File: src/rtl/vstg_pkg.sv
package vstg_pkg;
  // Decoded sync set, active-high, before polarity is applied
  typedef struct packed {
    logic hs;
    logic vs;
    logic fs;
    logic cs;
  } sync_t;
endpackage

File: src/rtl/vstg_hcount.sv
module vstg_hcount #(
  parameter int H_A = 1716,
  parameter int H_B = 1728,
  parameter int HW  = 11
) (
  input  logic          clk,
  input  logic          rst_n,
  input  logic          sel_b,
  input  logic          slave,
  input  logic          selfrst_off,
  input  logic          ext_hs,
  output logic [HW-1:0] hcnt,
  output logic          line_adv
);
  logic          ext_d;
  logic          restart;
  logic          at_end;
  logic [HW-1:0] last;

  assign last     = sel_b ? HW'(H_B - 1) : HW'(H_A - 1);
  assign at_end   = (hcnt >= last);
  assign restart  = slave & ~selfrst_off & ext_hs & ~ext_d;
  assign line_adv = restart | at_end;

  always_ff @(posedge clk) begin
    if (!rst_n) begin
      hcnt  <= '0;
      ext_d <= 1'b0;
    end else begin
      ext_d <= ext_hs;
      if (restart || at_end) hcnt <= '0;
      else                   hcnt <= hcnt + 1'b1;
    end
  end
endmodule

File: src/rtl/vstg_vcount.sv
module vstg_vcount #(
  parameter int V_A = 525,
  parameter int V_B = 625,
  parameter int VW  = 10
) (
  input  logic          clk,
  input  logic          rst_n,
  input  logic          sel_b,
  input  logic          prog,
  input  logic          slave,
  input  logic          ext_vs,
  input  logic          line_adv,
  output logic [VW-1:0] vcnt
);
  logic          ext_d;
  logic          restart;
  logic [VW-1:0] last;

  always_comb begin
    case ({sel_b, prog})
      2'b00:   last = VW'(V_A - 1);
      2'b01:   last = VW'(V_A / 2 - 1);
      2'b10:   last = VW'(V_B - 1);
      default: last = VW'(V_B / 2 - 1);
    endcase
  end

  assign restart = slave & ext_vs & ~ext_d;

  always_ff @(posedge clk) begin
    if (!rst_n) begin
      vcnt  <= '0;
      ext_d <= 1'b0;
    end else begin
      ext_d <= ext_vs;
      if (restart)       vcnt <= '0;
      else if (line_adv) vcnt <= (vcnt >= last) ? '0 : vcnt + 1'b1;
    end
  end
endmodule

File: src/rtl/vstg_decode.sv
module vstg_decode
  import vstg_pkg::*;
#(
  parameter int H_A  = 1716,
  parameter int H_B  = 1728,
  parameter int V_A  = 525,
  parameter int V_B  = 625,
  parameter int HSW  = 128,
  parameter int VSL  = 3,
  parameter int HW   = 11,
  parameter int VW   = 10,
  parameter int HDW  = 11,
  parameter int VDW  = 10
) (
  input  logic [HW-1:0]  hcnt,
  input  logic [VW-1:0]  vcnt,
  input  logic           sel_b,
  input  logic           prog,
  input  logic           slave,
  input  logic [2:0]     hphase,
  input  logic [HDW-1:0] hdelay,
  input  logic [VDW-1:0] vdelay,
  output sync_t          raw
);
  localparam int TW = ((HW > HDW) ? HW : HDW) + 2;
  localparam int QW = ((VW > VDW) ? VW : VDW) + 1;

  logic [TW-1:0] len, pos;
  logic [QW-1:0] full, nlin, f1, vd, q;

  always_comb begin
    // horizontal position relative to the delayed, trimmed sync start
    len = sel_b ? TW'(H_B) : TW'(H_A);
    pos = TW'(hcnt) + (len << 1) + TW'(3) - TW'(hdelay) - TW'(hphase);
    if (pos >= (len << 1)) pos = pos - (len << 1);
    if (pos >= len)        pos = pos - len;
    raw.hs = (pos < TW'(HSW));

    // vertical position relative to the (slave-only) delayed frame start
    full = sel_b ? QW'(V_B) : QW'(V_A);
    nlin = prog ? (full >> 1) : full;
    f1   = (full + QW'(1)) >> 1;
    vd   = slave ? QW'(vdelay) : '0;
    q    = QW'(vcnt) + nlin - vd;
    if (q >= nlin) q = q - nlin;
    raw.vs = (q < QW'(VSL)) | (~prog & (q >= f1) & (q < f1 + QW'(VSL)));
    raw.fs = ~prog & (q >= f1);
    raw.cs = raw.hs | raw.vs;
  end
endmodule

File: src/rtl/vsync_timing_gen.sv
module vsync_timing_gen
  import vstg_pkg::*;
#(
  parameter int H_TOTAL_525 = 1716,
  parameter int H_TOTAL_625 = 1728,
  parameter int V_TOTAL_525 = 525,
  parameter int V_TOTAL_625 = 625,
  parameter int HS_WIDTH    = 128,
  parameter int VS_LINES    = 3
) (
  input  logic        clk,
  input  logic        rst_n,
  input  logic        cfg_std625,
  input  logic        cfg_progressive,
  input  logic        cfg_slave,
  input  logic        cfg_selfrst_off,
  input  logic        cfg_hs_invert,
  input  logic        cfg_vs_invert,
  input  logic [2:0]  cfg_hphase,
  input  logic [10:0] cfg_hdelay,
  input  logic [9:0]  cfg_vdelay,
  input  logic        cfg_pin_csync,
  input  logic        ext_hsync,
  input  logic        ext_vsync,
  output logic        hsync_o,
  output logic        vsync_o,
  output logic        fsync_o,
  output logic        csfs_o
);
  localparam int HMAX = (H_TOTAL_625 > H_TOTAL_525) ? H_TOTAL_625 : H_TOTAL_525;
  localparam int VMAX = (V_TOTAL_625 > V_TOTAL_525) ? V_TOTAL_625 : V_TOTAL_525;
  localparam int HW   = $clog2(HMAX);
  localparam int VW   = $clog2(VMAX);

  logic [HW-1:0] hcnt;
  logic [VW-1:0] vcnt;
  logic          line_adv;
  sync_t         raw, sync_q;

  vstg_hcount #(.H_A(H_TOTAL_525), .H_B(H_TOTAL_625), .HW(HW)) u_h (
    .clk(clk), .rst_n(rst_n), .sel_b(cfg_std625), .slave(cfg_slave),
    .selfrst_off(cfg_selfrst_off), .ext_hs(ext_hsync),
    .hcnt(hcnt), .line_adv(line_adv)
  );

  vstg_vcount #(.V_A(V_TOTAL_525), .V_B(V_TOTAL_625), .VW(VW)) u_v (
    .clk(clk), .rst_n(rst_n), .sel_b(cfg_std625), .prog(cfg_progressive),
    .slave(cfg_slave), .ext_vs(ext_vsync), .line_adv(line_adv), .vcnt(vcnt)
  );

  vstg_decode #(
    .H_A(H_TOTAL_525), .H_B(H_TOTAL_625), .V_A(V_TOTAL_525), .V_B(V_TOTAL_625),
    .HSW(HS_WIDTH), .VSL(VS_LINES), .HW(HW), .VW(VW), .HDW(11), .VDW(10)
  ) u_d (
    .hcnt(hcnt), .vcnt(vcnt), .sel_b(cfg_std625), .prog(cfg_progressive),
    .slave(cfg_slave), .hphase(cfg_hphase), .hdelay(cfg_hdelay),
    .vdelay(cfg_vdelay), .raw(raw)
  );

  always_ff @(posedge clk) begin
    if (!rst_n) sync_q <= '0;
    else        sync_q <= raw;
  end

  assign hsync_o = sync_q.hs ^ cfg_hs_invert;
  assign vsync_o = sync_q.vs ^ cfg_vs_invert;
  assign fsync_o = sync_q.fs;
  assign csfs_o  = cfg_pin_csync ? (sync_q.cs ^ cfg_hs_invert) : sync_q.fs;
endmodule

File: config.mk
export PLATFORM = sky130hd
export DESIGN_NAME = vsync_timing_gen
export DESIGN_NICKNAME = d
export VERILOG_FILES = /design/src/rtl/vstg_pkg.sv /design/src/rtl/vstg_hcount.sv /design/src/rtl/vstg_vcount.sv /design/src/rtl/vstg_decode.sv /design/src/rtl/vsync_timing_gen.sv
export SDC_FILE = /design/constraint.sdc
export NUM_CORES = 1
export LEC_CHECK = 0
export CORE_MARGIN = 10
export CORE_UTILIZATION = 55
export CTS_CLUSTER_DIAMETER = 200
export DETAILED_ROUTE_END_ITERATION = 6
export DONT_BUFFER_PORTS = 1
export GPL_ROUTABILITY_DRIVEN = 0
export PLACE_DENSITY = 0.81
export SETUP_SLACK_MARGIN = 0.5
export SLEW_MARGIN = 20
export SYNTH_ARGS = -nofsm -noshare
export SYNTH_HDL_FRONTEND = slang
export SYNTH_SLANG_ARGS = --single-unit
File: constraint.sdc
create_clock -name clk -period 18.73 [get_ports clk]
set_clock_uncertainty 0.15 [all_clocks]
set_input_delay 2.8095 -clock clk [delete_from_list [all_inputs] [get_ports clk]]
set_output_delay 2.8095 -clock clk [all_outputs]
set_load 0.02 [all_outputs]
Word-level counts from Yosys, hierarchy flattened

Index checks and enable logic that the tools add are counted.
Widths: inputs -> output; s select.

Bitwise gates (word level): 18
Reduce and logical (&&, ||, !) cells: 4
Multiplexer cells: 11
Equality and inequality tests: 2
Add/subtract/negate cells: 13
Order comparisons: 9

Operators by type and width:

| cell                  | number |
|---|---|
| $pmux 10 s3           | 1 |
| $ge 13x13->1          | 2 |
| $mux 13               | 2 |
| $sub 13x13->13        | 2 |
| $add 11x1->11 const B | 2 |
| $ge 11x11->1          | 2 |
| $mux 11               | 2 |
| $sub 11x11->11        | 2 |
| $mux 10               | 2 |
| $mux 7                | 2 |
| $add 11x13->13        | 1 |
| $add 13x2->13 const B | 1 |
| $lt 13x8->1 const B   | 1 |
| $sub 13x11->13        | 1 |
| $sub 13x3->13         | 1 |
| $add 10x11->11        | 1 |
| $add 10x2->11 const B | 1 |
| $ge 11x10->1          | 1 |
| $lt 11x11->1          | 1 |
| $lt 11x2->1 const B   | 1 |
| $add 10x1->10 const B | 1 |
| $ge 10x10->1          | 1 |
| $and 1x1->1           | 7 |
| $not 1->1             | 5 |
| other kinds (9)       | 14 |

Bits in registers: 27
Output and inout port bits: 4

Depth between registers and ports, before layout

Gate-level depths: netlist of the first run.

Depth after elaboration: 11
Gate-level depth with buffers: 29

Hierarchy

From an unflattened synthesis of the first run, not the netlist that was laid out.

Cells, all modules: 580
Area total of the unflattened synthesis: 4778.3 µm²

By module, submodules not included:

| module           | area an instance (µm²) | cells each | sequential area each (µm²) | times used |
|---|---|---|---|---|
| vstg_decode      | 3241.9                 | 416        | 0.0                        | 1 |
| vstg_vcount      | 787.0                  | 89         | 220.2                      | 1 |
| vstg_hcount      | 609.3                  | 62         | 240.2                      | 1 |
| vsync_timing_gen | 140.1                  | 13         | 80.1                       | 1 |

Least setup slack after synthesis of the first run

Ideal clock, no wire load.

Kind: input port to flip-flop
From: in cfg_hphase[1]
To: reg sync_q[0] (netlist name)
Setup time: 0.058 ns
Data arrival time: 8.449 ns
Path buffers: 0
Stages on the path: 28
Path slack: 10.073 ns
Path through: fa_1 inv_1 ha_1 ha_1 inv_1 fa_1 nand2b_1 a211oi_1 or2_1 xor2_1 ha_1 nand4_1 or4_1 o31ai_1 o211a_1 o32ai_4 nand2_1 mux2_2 ha_1 inv_1 a2111oi_0 a21oi_1 and3_1 o21a_1 nor3_1 o221ai_1 nor4_1 or2_1

Cells in the longest elaborated chain, start to end: 7
Elaborated cells on any way between the ends: 9
Classes of those cells: 3 x add/sub; 3 x order compare; 2 x mux; 1 x bitwise

RTL lines:

| what                                                  | line                   | source |
|---|---|---|
| start: declaration                                    | vsync_timing_gen.sv:19 | `input logic [2:0] cfg_hphase,` |
| $sub 13x3->13 *                                       | vstg_decode.sv:34      | `pos = TW'(hcnt) + (len << 1) + TW'(3) - TW'(hdelay) - TW'(hphase);` |
| $sub 13x13->13 / $ge 13x13->1 (equally long branches) | vstg_decode.sv:35      | `if (pos >= (len << 1)) pos = pos - (len << 1);` |
| $mux 13 *                                             | vstg_decode.sv:35      |  |
| $sub 13x13->13 / $ge 13x13->1 (equally long branches) | vstg_decode.sv:36      | `if (pos >= len) pos = pos - len;` |
| $mux 13 *                                             | vstg_decode.sv:36      |  |
| $lt 13x8->1 *                                         | vstg_decode.sv:37      | `raw.hs = (pos < TW'(HSW));` |
| $or 1x1->1 *                                          | vstg_decode.sv:48      | `raw.cs = raw.hs \| raw.vs;` |
| end signal: assignment                                | vsync_timing_gen.sv:62 | `else sync_q <= raw;` |
| end: declaration                                      | vsync_timing_gen.sv:38 | `sync_t raw, sync_q;` |

Mark *: on every way between the ends. The rest lies on a longest branch, timed or not.
A chain may end at the register's enable or synchronous reset.

Final worst setup path of the first run

From: in cfg_std625
To: reg sync_q[0] (netlist name)

Cells in the longest elaborated chain, start to end: 11
Elaborated cells on any way between the ends: 28
Classes of those cells: 11 x add/sub; 7 x order compare; 6 x mux; 4 x bitwise

RTL lines:

| what                                                    | line                                 | source |
|---|---|---|
| start: declaration                                      | vsync_timing_gen.sv:13               | `input logic cfg_std625,` |
| $mux 7 (on tied branches)                               | vstg_decode.sv:33, vstg_decode.sv:40 |  |
| $add 11x13->13 / $mux 11 (equally long branches)        | vstg_decode.sv:34, vstg_decode.sv:41 |  |
| $add 13x2->13 / $add 10x11->11 (equally long branches)  | vstg_decode.sv:34, vstg_decode.sv:44 |  |
| $sub 13x11->13 / $sub 11x11->11 (equally long branches) | vstg_decode.sv:34, vstg_decode.sv:44 |  |
| $sub 13x3->13, or another cell as far along             | vstg_decode.sv:34                    |  |
| $sub 13x13->13, or another cell as far along            | vstg_decode.sv:35                    |  |
| $mux 13 / $ge 11x10->1 (equally long branches)          | vstg_decode.sv:35, vstg_decode.sv:46 |  |
| $sub 13x13->13, or another cell as far along            | vstg_decode.sv:36                    |  |
| $mux 13 / $and 1x1->1 (equally long branches)           | vstg_decode.sv:36, vstg_decode.sv:46 |  |
| $lt 13x8->1 / $or 1x1->1 (equally long branches)        | vstg_decode.sv:37, vstg_decode.sv:46 |  |
| $or 1x1->1 *                                            | vstg_decode.sv:48                    |  |

Marks and branches as above.

==> metrics.yaml, run 1 <==
clocking:
  clk-insertion-delay-late_ns: 0.29
  cts_tree: "done"
  cts_buffers: 3
  htree_levels: 1
  clk_path_buf_depth: 2
  post_cts_resize_count: 0
  root_buffer: "clkbuf_8"
  clkTransAtPathRegs_ns: 0.11
  clock-sinks: 27
  post_cts_buffers: 0
  hold_buffers: 0
yosys:
  yosysUniqueCellTypes: 73
  ys_seq_area_share_pct: 11.5
  synthSimpleGateAreaFrac_pct: 20.4
  synth-compound-area-share_pct: 22.7
  async_flop_share_pct: 0
  synth_mux_area_share_pct: 2.58
  ys_seq_elements: 27
  synth.avg_cell_area_um2: 7.93
  synth-adder-area-share_pct: 27.3
  yosys_warnings: 0
  ys_top_cells_by_area: "ha_1 19%, dfxtp_1 11%, fa_1 8.1%"
  syn_inst: 593
  synth-xor-area-share_pct: 8.01
  synth-edff-count: 0
  synth_nets: 719
  syn_area_um2: 4700
  synth_top_area_share_pct: 19.2
  synth_top_cell_by_area: "ha_1"
  ys.flop_type: "dfxtp_1"
  synth_top_family_by_area: "adder cells"
setup_path:
  r2r_start: "u_h.hcnt[1]"
  rr_endpoint: "sync_q[0]"
  cp_max_fo: 20
  critPathRequiredTime_ns: 18.82
  reg2reg_slack_ns: 11.69
  crit_top_cell: "ha_1"
  reg2reg_depth: 29
  critPathCaptureType: "flop"
  setup.worst_path.class: "primary input to flop"
  critPathArrivalTime_ns: 9.35
  worst-path-buf-inv: 3
  crit_path_start_kind: "primary input"
  slowest_delay_ns: 0.65
  cp_slowest_cell: "inv_1"
  cp_top_family: "compound AO/OA/AOI/OAI gates"
power_and_ir_drop:
  p_per_area_nw_per_um2: 87.7
  total_power_uw: 424
  pwr-share-clk_pct: 8.5
  switching_share_pct: 49.8
  p_switching_uw: 211
  seq_power_share_pct: 15.0
  p_int_uw: 213
  p_leak_uw: 0.00222
  vdd_drop_max_mv: 0.0745
  power_frac_comb_pct: 76.5
flow_run:
  drv_cap: 0
global_routing:
  grt_usage_pct: 16.9
  overflow: 0
  grt_pass1_wl_mm: 18.7
  antenna_found_initial: 0
  grt_max_degree: 21
  grt_pass1_vias: 4046
drt:
  vias: 4219
  avgRoutedWirePerCell_um: 15.9
  drt_iter0_markers: 334
  first_pass_iters: 5
  routed_wl_mm: 11.0
  via_per_inst: 6.08
  drc_errors: 0
  ant_nets: 0
timing:
  whs_ns: 0.383
  rsz0062_at_grt: "false"
  timing.final.crit_share_pct: 49.4
  fmax_mhz: 108
  setup_viol: 0
  worst_slew_pin_slew_ns: 0.917
  setup_tns_ns: 0
  hold_viol_final: 0
  fin_crit_ns: 9.26
  finalMaxSlewViolations: 0
  max_slew_margin_pct: 38.8
hold_path:
  holdPathStages: 2
  holdPathEnd: "u_h.hcnt[6]"
  hp-start: "u_h.hcnt[6]"
  worstHoldPathType: "flop to flop"
cells_and_area:
  drive_gt1_share_pct: 4.24
  syn_to_final_growth_pct: 2.85
  diodes: 0
  stdcell_area_um2: 4830
  final_cell_mix: "81 x inv_1, 72 x ha_1, 58 x nor2_1"
  layout_commonest_cell: "inv_1"
  final_util_pct: 58.5
  final_nets: 716
  num-fill-cells: 746
placement:
  port_buffers: 0
  dp_hpwl_mm: 9.14
  dpl_cell_area_um2: 4790
run_status:
  status: "complete, no violations"
floorplanning:
  die_y_um: 112
  die_w_um: 112
  start_util_pct: 56.9
  core.rowCount: 33
  core_um2: 8260
  die_area_um2: 12600
  ios: 39
## cells in the mapped netlist (all sizes together), types with 3 or more instances
cell type,instances
inv,83
ha,72
nor2,58
nand2,36
xnor2,32
a21oi,29
dfxtp,27
o21ai,20
fa,19
a21o,18
nand3,14
and2,12
nor3,11
xor2,11
nand2b,10
nor4,9
o21a,7
a211oi,6
mux2,6
o211ai,6
a31oi,5
and3,5
clkbuf,5
mux2i,5
o2111ai,5
o21bai,5
or2,5
or3,5
a211o,4
and4,4
nand4,4
nor2b,4
o31a,4
o31ai,4
a311oi,3
buf,3
o311ai,3
or4,3
## cells by family (layout without fill, tap and decap cells)
logic type | after synthesis | count (layout)
AO/OA/AOI/OAI | 141 | 141
XOR/XNOR | 43 | 43
adder cells (fa/ha/maj) | 91 | 91
buffers and inverters | 91 | 87
flip-flops | 27 | 27
multiplexers | 11 | 11
AND/OR/NAND/NOR | 189 | 189
## registers in the layout (all words and copies together) (netlist names)
signal and count:
fsync_o 1, sync_q 3, u_h.ext_d 1, u_h.hcnt 11
u_v.ext_d 1, u_v.vcnt 10
## power groups by stage
stage	sequential (µW)	combinational [µW]	clock [µW]
2_1_floorplan	64.2	261	0
3_3_place_gp	64.9	304	0
3_5_place_dp	64.8	316	0
4_1_cts	63.7	318	35.8
5_1_grt	64.2	361	38.1
6_report	63.6	324	36.1
## worst max-delay path by stage
stage                     depth (start not counted)          start  slack (ns)        end
final                                            27     cfg_std625        9.47  sync_q[0]
after global routing                             27     cfg_std625        8.88  sync_q[0]
after global placement                           28  cfg_hphase[1]        9.40  sync_q[0]
after floorplan                                  28  cfg_hphase[1]       10.07  sync_q[0]
after CTS                                        27     cfg_std625        9.47  sync_q[0]
after detailed placement                         27     cfg_std625        9.20  sync_q[0]
## final cells by class
| cell class | instances | area, µm² | share of cell area [%] |
|---|---|---|---|
| clock buffer | 4 | 45.0 | 0.932 |
| multi-input combinational | 475 | 3810 | 78.7 |
| sequential | 27 | 541 | 11.2 |
| tap | 105 | 131 | 2.72 |
| inverter | 83 | 312 | 6.44 |
## routing by layer
layer / up-vias / share of wire, % / track usage [%]
met5: - / 0 / 0
met4: 0 / 1.5 / 3.89
met3: 21 / 5.1 / 2.18
met2: 125 / 47 / 28.3
met1: 1979 / 47 / 22.4
li1: 2094 / - / -
## through the flow
step	std cells	setup slack (ns)
after CTS	694	9.47
final	694	9.47
after global placement	690	9.40
after floorplan	593	10.07
after detailed placement	690	9.20
after global routing	694	8.88
## tightest hold or removal path: cells and delay by family (launching register included)
family / cells / cell delay (ns)
AND/OR/NAND/NOR: 1 / 0.07
flip-flops: 1 / 0.36
XOR/XNOR: 1 / 0.08
No activity file was read; power rests on OpenSTA's default activity.
==> run 2, diff against run 1 <==
PLACE_DENSITY = 0.84   (was 0.81)
clock period = 8.3 ns   (was 18.73 ns; I/O delays follow)
==> metrics.yaml, run 2 (same netlist as run 1, synthesis figures left out) <==
cells_and_area:
  final_nets: 718  # +0.28%
  drive_gt1_share_pct: 5.75  # +1.5 points
  multi_input_area_um2: 3850  # +1.1%
  syn_to_final_growth_pct: 4.05
  largest_reg_flops: 11  # unchanged
  top_regs: "u_h.hcnt (11), u_v.vcnt (10), sync_q (3)"
  num-fill-cells: 746  # unchanged
  final-instance-count-excl-fill: 696  # +0.29%
  seq_area_um2: 541  # unchanged
  layout_commonest_cell: "inv_1"
  diodes: 0  # unchanged
  final_cell_mix: "81 x inv_1, 71 x ha_1, 58 x nor2_1"
  final_util_pct: 59.2  # +0.68 points
  regMostFlops: "u_h.hcnt"
timing:
  hold_viol_final: 0  # unchanged
  timing.final.crit_share_pct: 89.4
  setup_viol: 0  # unchanged
  setup_tns_ns: 0  # unchanged
  worst_slew_pin_slew_ns: 0.864  # -0.0532 ns
  fmax_mhz: 135
  rsz0062_at_grt: "false"
  finalMaxSlewViolations: 0  # unchanged
  max_slew_margin_pct: 40.9  # +2.1 points
  fin_crit_ns: 7.42
global_routing:
  antenna_found_initial: 0  # unchanged
  grt_pass1_vias: 4139  # +2.3%
  overflow: 0  # unchanged
  grt_usage_pct: 17.1  # +0.26 points
  grt_pass1_wl_mm: 18.9  # +1.3%
  grt_max_degree: 16  # -24%
drt:
  avgRoutedWirePerCell_um: 16.2  # +2.1%
  drc_errors: 0  # unchanged
  first_pass_iters: 5  # unchanged
  drt_iter0_markers: 307  # -8.1%
  via_per_inst: 6.11  # +0.47%
  routed_wl_mm: 11.3  # +2.4%
  ant_nets: 0  # unchanged
  vias: 4251  # +0.76%
floorplanning:
  core_um2: 8260  # unchanged
  start_util_pct: 56.9  # unchanged
  die_area_um2: 12600  # unchanged
  die_y_um: 112  # unchanged
  die_w_um: 112  # unchanged
  ios: 39  # unchanged
  core.rowCount: 33  # unchanged
hold_path:
  holdPathEnd: "u_h.hcnt[0]"
  hp-start: "u_h.hcnt[0]"
  holdPathStages: 1  # -1
  worstHoldPathType: "flop to flop"
setup_path:
  critPathCaptureType: "flop"
  reg2reg_depth: 28  # -3.4%
  setup.worst_path.class: "primary input to flop"
  r2r_start: "u_h.hcnt[1]"
  rr_endpoint: "sync_q[0]"
  critPathRequiredTime_ns: 8.39  # -10.43 ns
  critPathArrivalTime_ns: 7.51  # -1.84 ns
  cp_max_fo: 6  # -70%
  crit_path_start_kind: "primary input"
  reg2reg_slack_ns: 1.38  # -10.31 ns
power_and_ir_drop:
  p_per_area_nw_per_um2: 201  # +130%
  vdd_drop_max_mv: 0.120  # +61%
  total_power_uw: 983  # +130%
  p_leak_uw: 0.00223  # +0.82%
clocking:
  clk-insertion-delay-late_ns: 0.28  # about the same
  htree_levels: 1  # unchanged
  clock-sinks: 27  # unchanged
  cts_tree: "done"
  clkTransAtPathRegs_ns: 0.11  # about the same
  cts_buffers: 3  # unchanged
  clk_path_buf_depth: 2  # unchanged
  root_buffer: "clkbuf_8"
flow_run:
  drv_cap: 0  # unchanged
placement:
  dp.cells: 691  # +0.14%
  port_buffers: 0  # unchanged
  dp_hpwl_mm: 9.24  # +1.0%
run_status:
  status: "complete, no violations"
-- run 2: final cells by class --
type / count / area share, %
Timing Repair Buffer: 2 / 0.307
Multi-Input combinational cell: 475 / 78.6
Clock buffer: 3 / 0.844
Inverter: 83 / 6.37
Sequential cell: 27 / 11.1
Tap cell: 105 / 2.69
Clock inverter: 1 / 0.102
-- run 2: what timing repair did --
action	CTS	global route
gates resized for setup	0	8
hold buffers	0	0
buffers inserted	0	1
endpoints found under the setup margin	0	2
-- run 2: metal layers --
layer / up-vias / share of wire, % / track usage [%]
li1: 2098 / - / -
met1: 2014 / 46 / 22.3
met2: 120 / 47 / 28.7
met3: 19 / 5.0 / 2.13
met4: 0 / 1.9 / 5.16
met5: - / 0 / 0
-- run 2: worst max-delay path: stages --
cell      delay, ns
fa_1           0.53
inv_1          0.05
ha_1           0.27
ha_1           0.19
inv_1          0.06
fa_1           0.39
nand2b_1       0.18
a21oi_1        0.29
xor2_2         0.25
ha_1           0.34
nor2b_1        0.17
o31a_1         0.27
or2_2          0.28
o211a_1        0.25
o32ai_4        0.17
nand2_1        0.16
mux2_2         0.30
ha_1           0.35
nand2_1        0.08
a311oi_1       0.35
a21oi_1        0.11
and3_1         0.20
o21a_1         0.22
a21oi_1        0.16
o21ai_0        0.12
nor4_2         0.38
or2_1          0.15
-- run 2: power breakdown --
part / leakage [µW] / total [µW] / internal (µW) / switching (µW)
clock: 0.0000255 / 80.7 / 33.8 / 46.9
combinational: 0.00199 / 759 / 321 / 438
sequential: 0.000219 / 144 / 137 / 6.97
total: 0.00223 / 983 / 491 / 492
-- run 2: worst max path at each step --
| stage | startpoint | endpoint | depth (start not counted) |
|---|---|---|---|
| floorplan | cfg_hphase[1] | sync_q[0] | 28 |
| global placement | cfg_hphase[1] | sync_q[0] | 28 |
| detailed placement | cfg_hphase[1] | sync_q[0] | 27 |
| CTS | cfg_hphase[1] | sync_q[0] | 27 |
| global route | cfg_hphase[1] | sync_q[0] | 28 |
| finish | cfg_hphase[1] | sync_q[0] | 27 |
-- run 2: per-stage QoR --
step / cell area, µm² / worst slack [ns] / hold slack, ns
floorplan: 4700 / 1.21 / 0.302
global placement: 4800 / 0.570 / 0.346
detailed placement: 4800 / 0.439 / 0.370
CTS: 4840 / 0.706 / 0.399
global route: 4890 / 0.479 / 0.427
finish: 4890 / 0.880 / 0.407
==> run 3, diff against run 2 <==
PLACE_DENSITY = 0.81   (was 0.84)
clock period = 9.5 ns   (was 8.3 ns; I/O delays follow)
==> metrics.yaml, run 3 (same netlist as run 1, synthesis figures left out) <==
power_and_ir_drop:
  p_switching_uw: 417  # -15%
  p_per_area_nw_per_um2: 173  # -14%
  p_leak_uw: 0.00222  # -0.82%
  pwr-share-clk_pct: 8.4  # +0.2 points
  vdd_drop_max_mv: 0.144  # +20%
  p_int_uw: 419  # -15%
  switching_share_pct: 49.9  # -0.15 points
  seq_power_share_pct: 15.0  # +0.4 points
  power_frac_comb_pct: 76.6  # -0.6 points
setup_path:
  crit_top_cell: "ha_1"
  crit_path_start_kind: "primary input"
  rr_endpoint: "sync_q[0]"
  slowest_delay_ns: 0.66  # +0.13 ns
  critPathCaptureType: "flop"
  reg2reg_depth: 29  # +3.6%
  critPathRequiredTime_ns: 9.59  # +1.20 ns
  cp_slowest_cell: "inv_1"
  startpoint: "cfg_std625"
  setup.worst_path.class: "primary input to flop"
  reg2reg_slack_ns: 2.42  # +1.04 ns
  critPathArrivalTime_ns: 8.02  # +0.51 ns
  r2r_start: "u_h.hcnt[1]"
  cp_max_fo: 20  # +14
floorplanning:
  ios: 39  # unchanged
  die_y_um: 112  # unchanged
  core.rowCount: 33  # unchanged
  die_area_um2: 12600  # unchanged
  core_um2: 8260  # unchanged
  die_w_um: 112  # unchanged
  start_util_pct: 56.9  # unchanged
run_status:
  status: "complete, no violations"
cells_and_area:
  final_util_pct: 58.5  # -0.68 points
  stdcell_area_um2: 4830  # -1.2%
  multi_input_area_um2: 3810  # -1.0%
  largest_reg_flops: 11  # unchanged
  top_regs: "u_h.hcnt (11), u_v.vcnt (10), sync_q (3)"
  drive_gt1_share_pct: 4.24  # -1.5 points
  diodes: 0  # unchanged
  num-fill-cells: 763  # +2.3%
  syn_to_final_growth_pct: 2.85
  layout_commonest_cell: "inv_1"
  seq_area_um2: 541  # unchanged
  final_nets: 716  # -0.28%
  regMostFlops: "u_h.hcnt"
  final_cell_mix: "81 x inv_1, 72 x ha_1, 58 x nor2_1"
timing:
  worst_slew_pin_slew_ns: 0.933  # +0.0697 ns
  setup_slack_ns: 1.57  # +0.687 ns
  finalMaxSlewViolations: 0  # unchanged
  timing.final.crit_share_pct: 83.5
  whs_ns: 0.380  # -0.0268 ns
  setup_viol: 0  # unchanged
  max_slew_margin_pct: 37.7  # -3.2 points
  rsz0062_at_grt: "false"
  setup_tns_ns: 0  # unchanged
  fmax_mhz: 126
  hold_viol_final: 0  # unchanged
  fin_crit_ns: 7.93
hold_path:
  worstHoldPathType: "flop to flop"
  holdPathEnd: "u_h.hcnt[6]"
  holdPathStages: 2  # +1
  hp-start: "u_h.hcnt[6]"
global_routing:
  grt_usage_pct: 17.2  # +0.11 points
  grt_max_degree: 21  # +5
  grt_pass1_wl_mm: 19.1  # +0.80%
  overflow: 0  # unchanged
  grt_pass1_vias: 4123  # -0.39%
  antenna_found_initial: 0  # unchanged
clocking:
  root_buffer: "clkbuf_8"
  htree_levels: 1  # unchanged
  post_cts_buffers: 0  # unchanged
  clk_path_buf_depth: 2  # unchanged
  post_cts_resize_count: 0  # unchanged
  clk-insertion-delay-late_ns: 0.28  # about the same
  clkTransAtPathRegs_ns: 0.11  # about the same
  cts_buffers: 3  # unchanged
  hold_buffers: 0  # unchanged
  cts_tree: "done"
  clock-sinks: 27  # unchanged
drt:
  drc_errors: 0  # unchanged
  avgRoutedWirePerCell_um: 16.2  # -0.16%
  ant_nets: 0  # unchanged
  first_pass_iters: 5  # unchanged
  via_per_inst: 6.11  # about the same
  drt_iter0_markers: 321  # +4.6%
  routed_wl_mm: 11.3  # -0.45%
  vias: 4241  # -0.24%
placement:
  pre_cts_ws_ns: 1.34  # +0.899 ns
  dpl_cell_area_um2: 4790  # -0.16%
  port_buffers: 0  # unchanged
  dp_hpwl_mm: 9.38  # +1.6%
flow_run:
  drv_cap: 0  # unchanged
-- run 3: changes by cell type in the layout (fill, tap and decap cells not counted), moves of 2 or more --
cell | before | now
xor2_1 | 9 | 11
xor2_2 | 2 | 0
buf_4 | 2 | 0
or2_4 | 2 | 0
or2_1 | 2 | 4
-- run 3: final cells by class --
type	count	area share, %
multi-input combinational	475	78.7
inverter	83	6.44
tap	105	2.72
clock buffer	4	0.932
sequential	27	11.2
-- run 3: power groups by stage --
stage | combinational [µW] | clock (µW) | sequential [µW]
after floorplan | 514 | 0 | 127
after global placement | 599 | 0 | 128
after detailed placement | 625 | 0 | 128
after CTS | 629 | 70.0 | 126
after global routing | 712 | 74.0 | 126
final | 640 | 70.6 | 126
-- run 3: how the worst max path moves through the flow --
stage                     end  slack [ns]  cells after the start
floorplan           sync_q[0]        2.23                     28
CTS                 sync_q[0]        1.61                     27
global route        sync_q[0]        1.00                     27
detailed placement  sync_q[0]        1.34                     27
global placement    sync_q[0]        1.55                     28
finish              sync_q[0]        1.57                     27
-- run 3: metal layers --
| layer | vias to the layer above | track usage [%] | wire, µm |
|---|---|---|---|
| li1 | 2094 | - | - |
| met1 | 2006 | 22.6 | 5260 |
| met2 | 127 | 29.4 | 5270 |
| met3 | 14 | 2.13 | 577 |
| met4 | 0 | 3.81 | 138 |
| met5 | - | 0 | 0 |
-- run 3: worst max-delay path: cells and delay by family --
| family | cells | cell delay [ns] |
|---|---|---|
| buffers and inverters | 3 | 0.84 |
| AND/OR/NAND/NOR | 9 | 1.49 |
| multiplexers | 1 | 0.36 |
| adder cells (fa/ha/maj) | 5 | 1.85 |
| AO/OA/AOI/OAI | 9 | 2.05 |
-- run 3: metrics by stage --
step / total power [µW] / std cells
floorplan: 641 / 593
finish: 837 / 694
CTS: 824 / 694
global placement: 727 / 690
global route: 912 / 694
detailed placement: 752 / 690
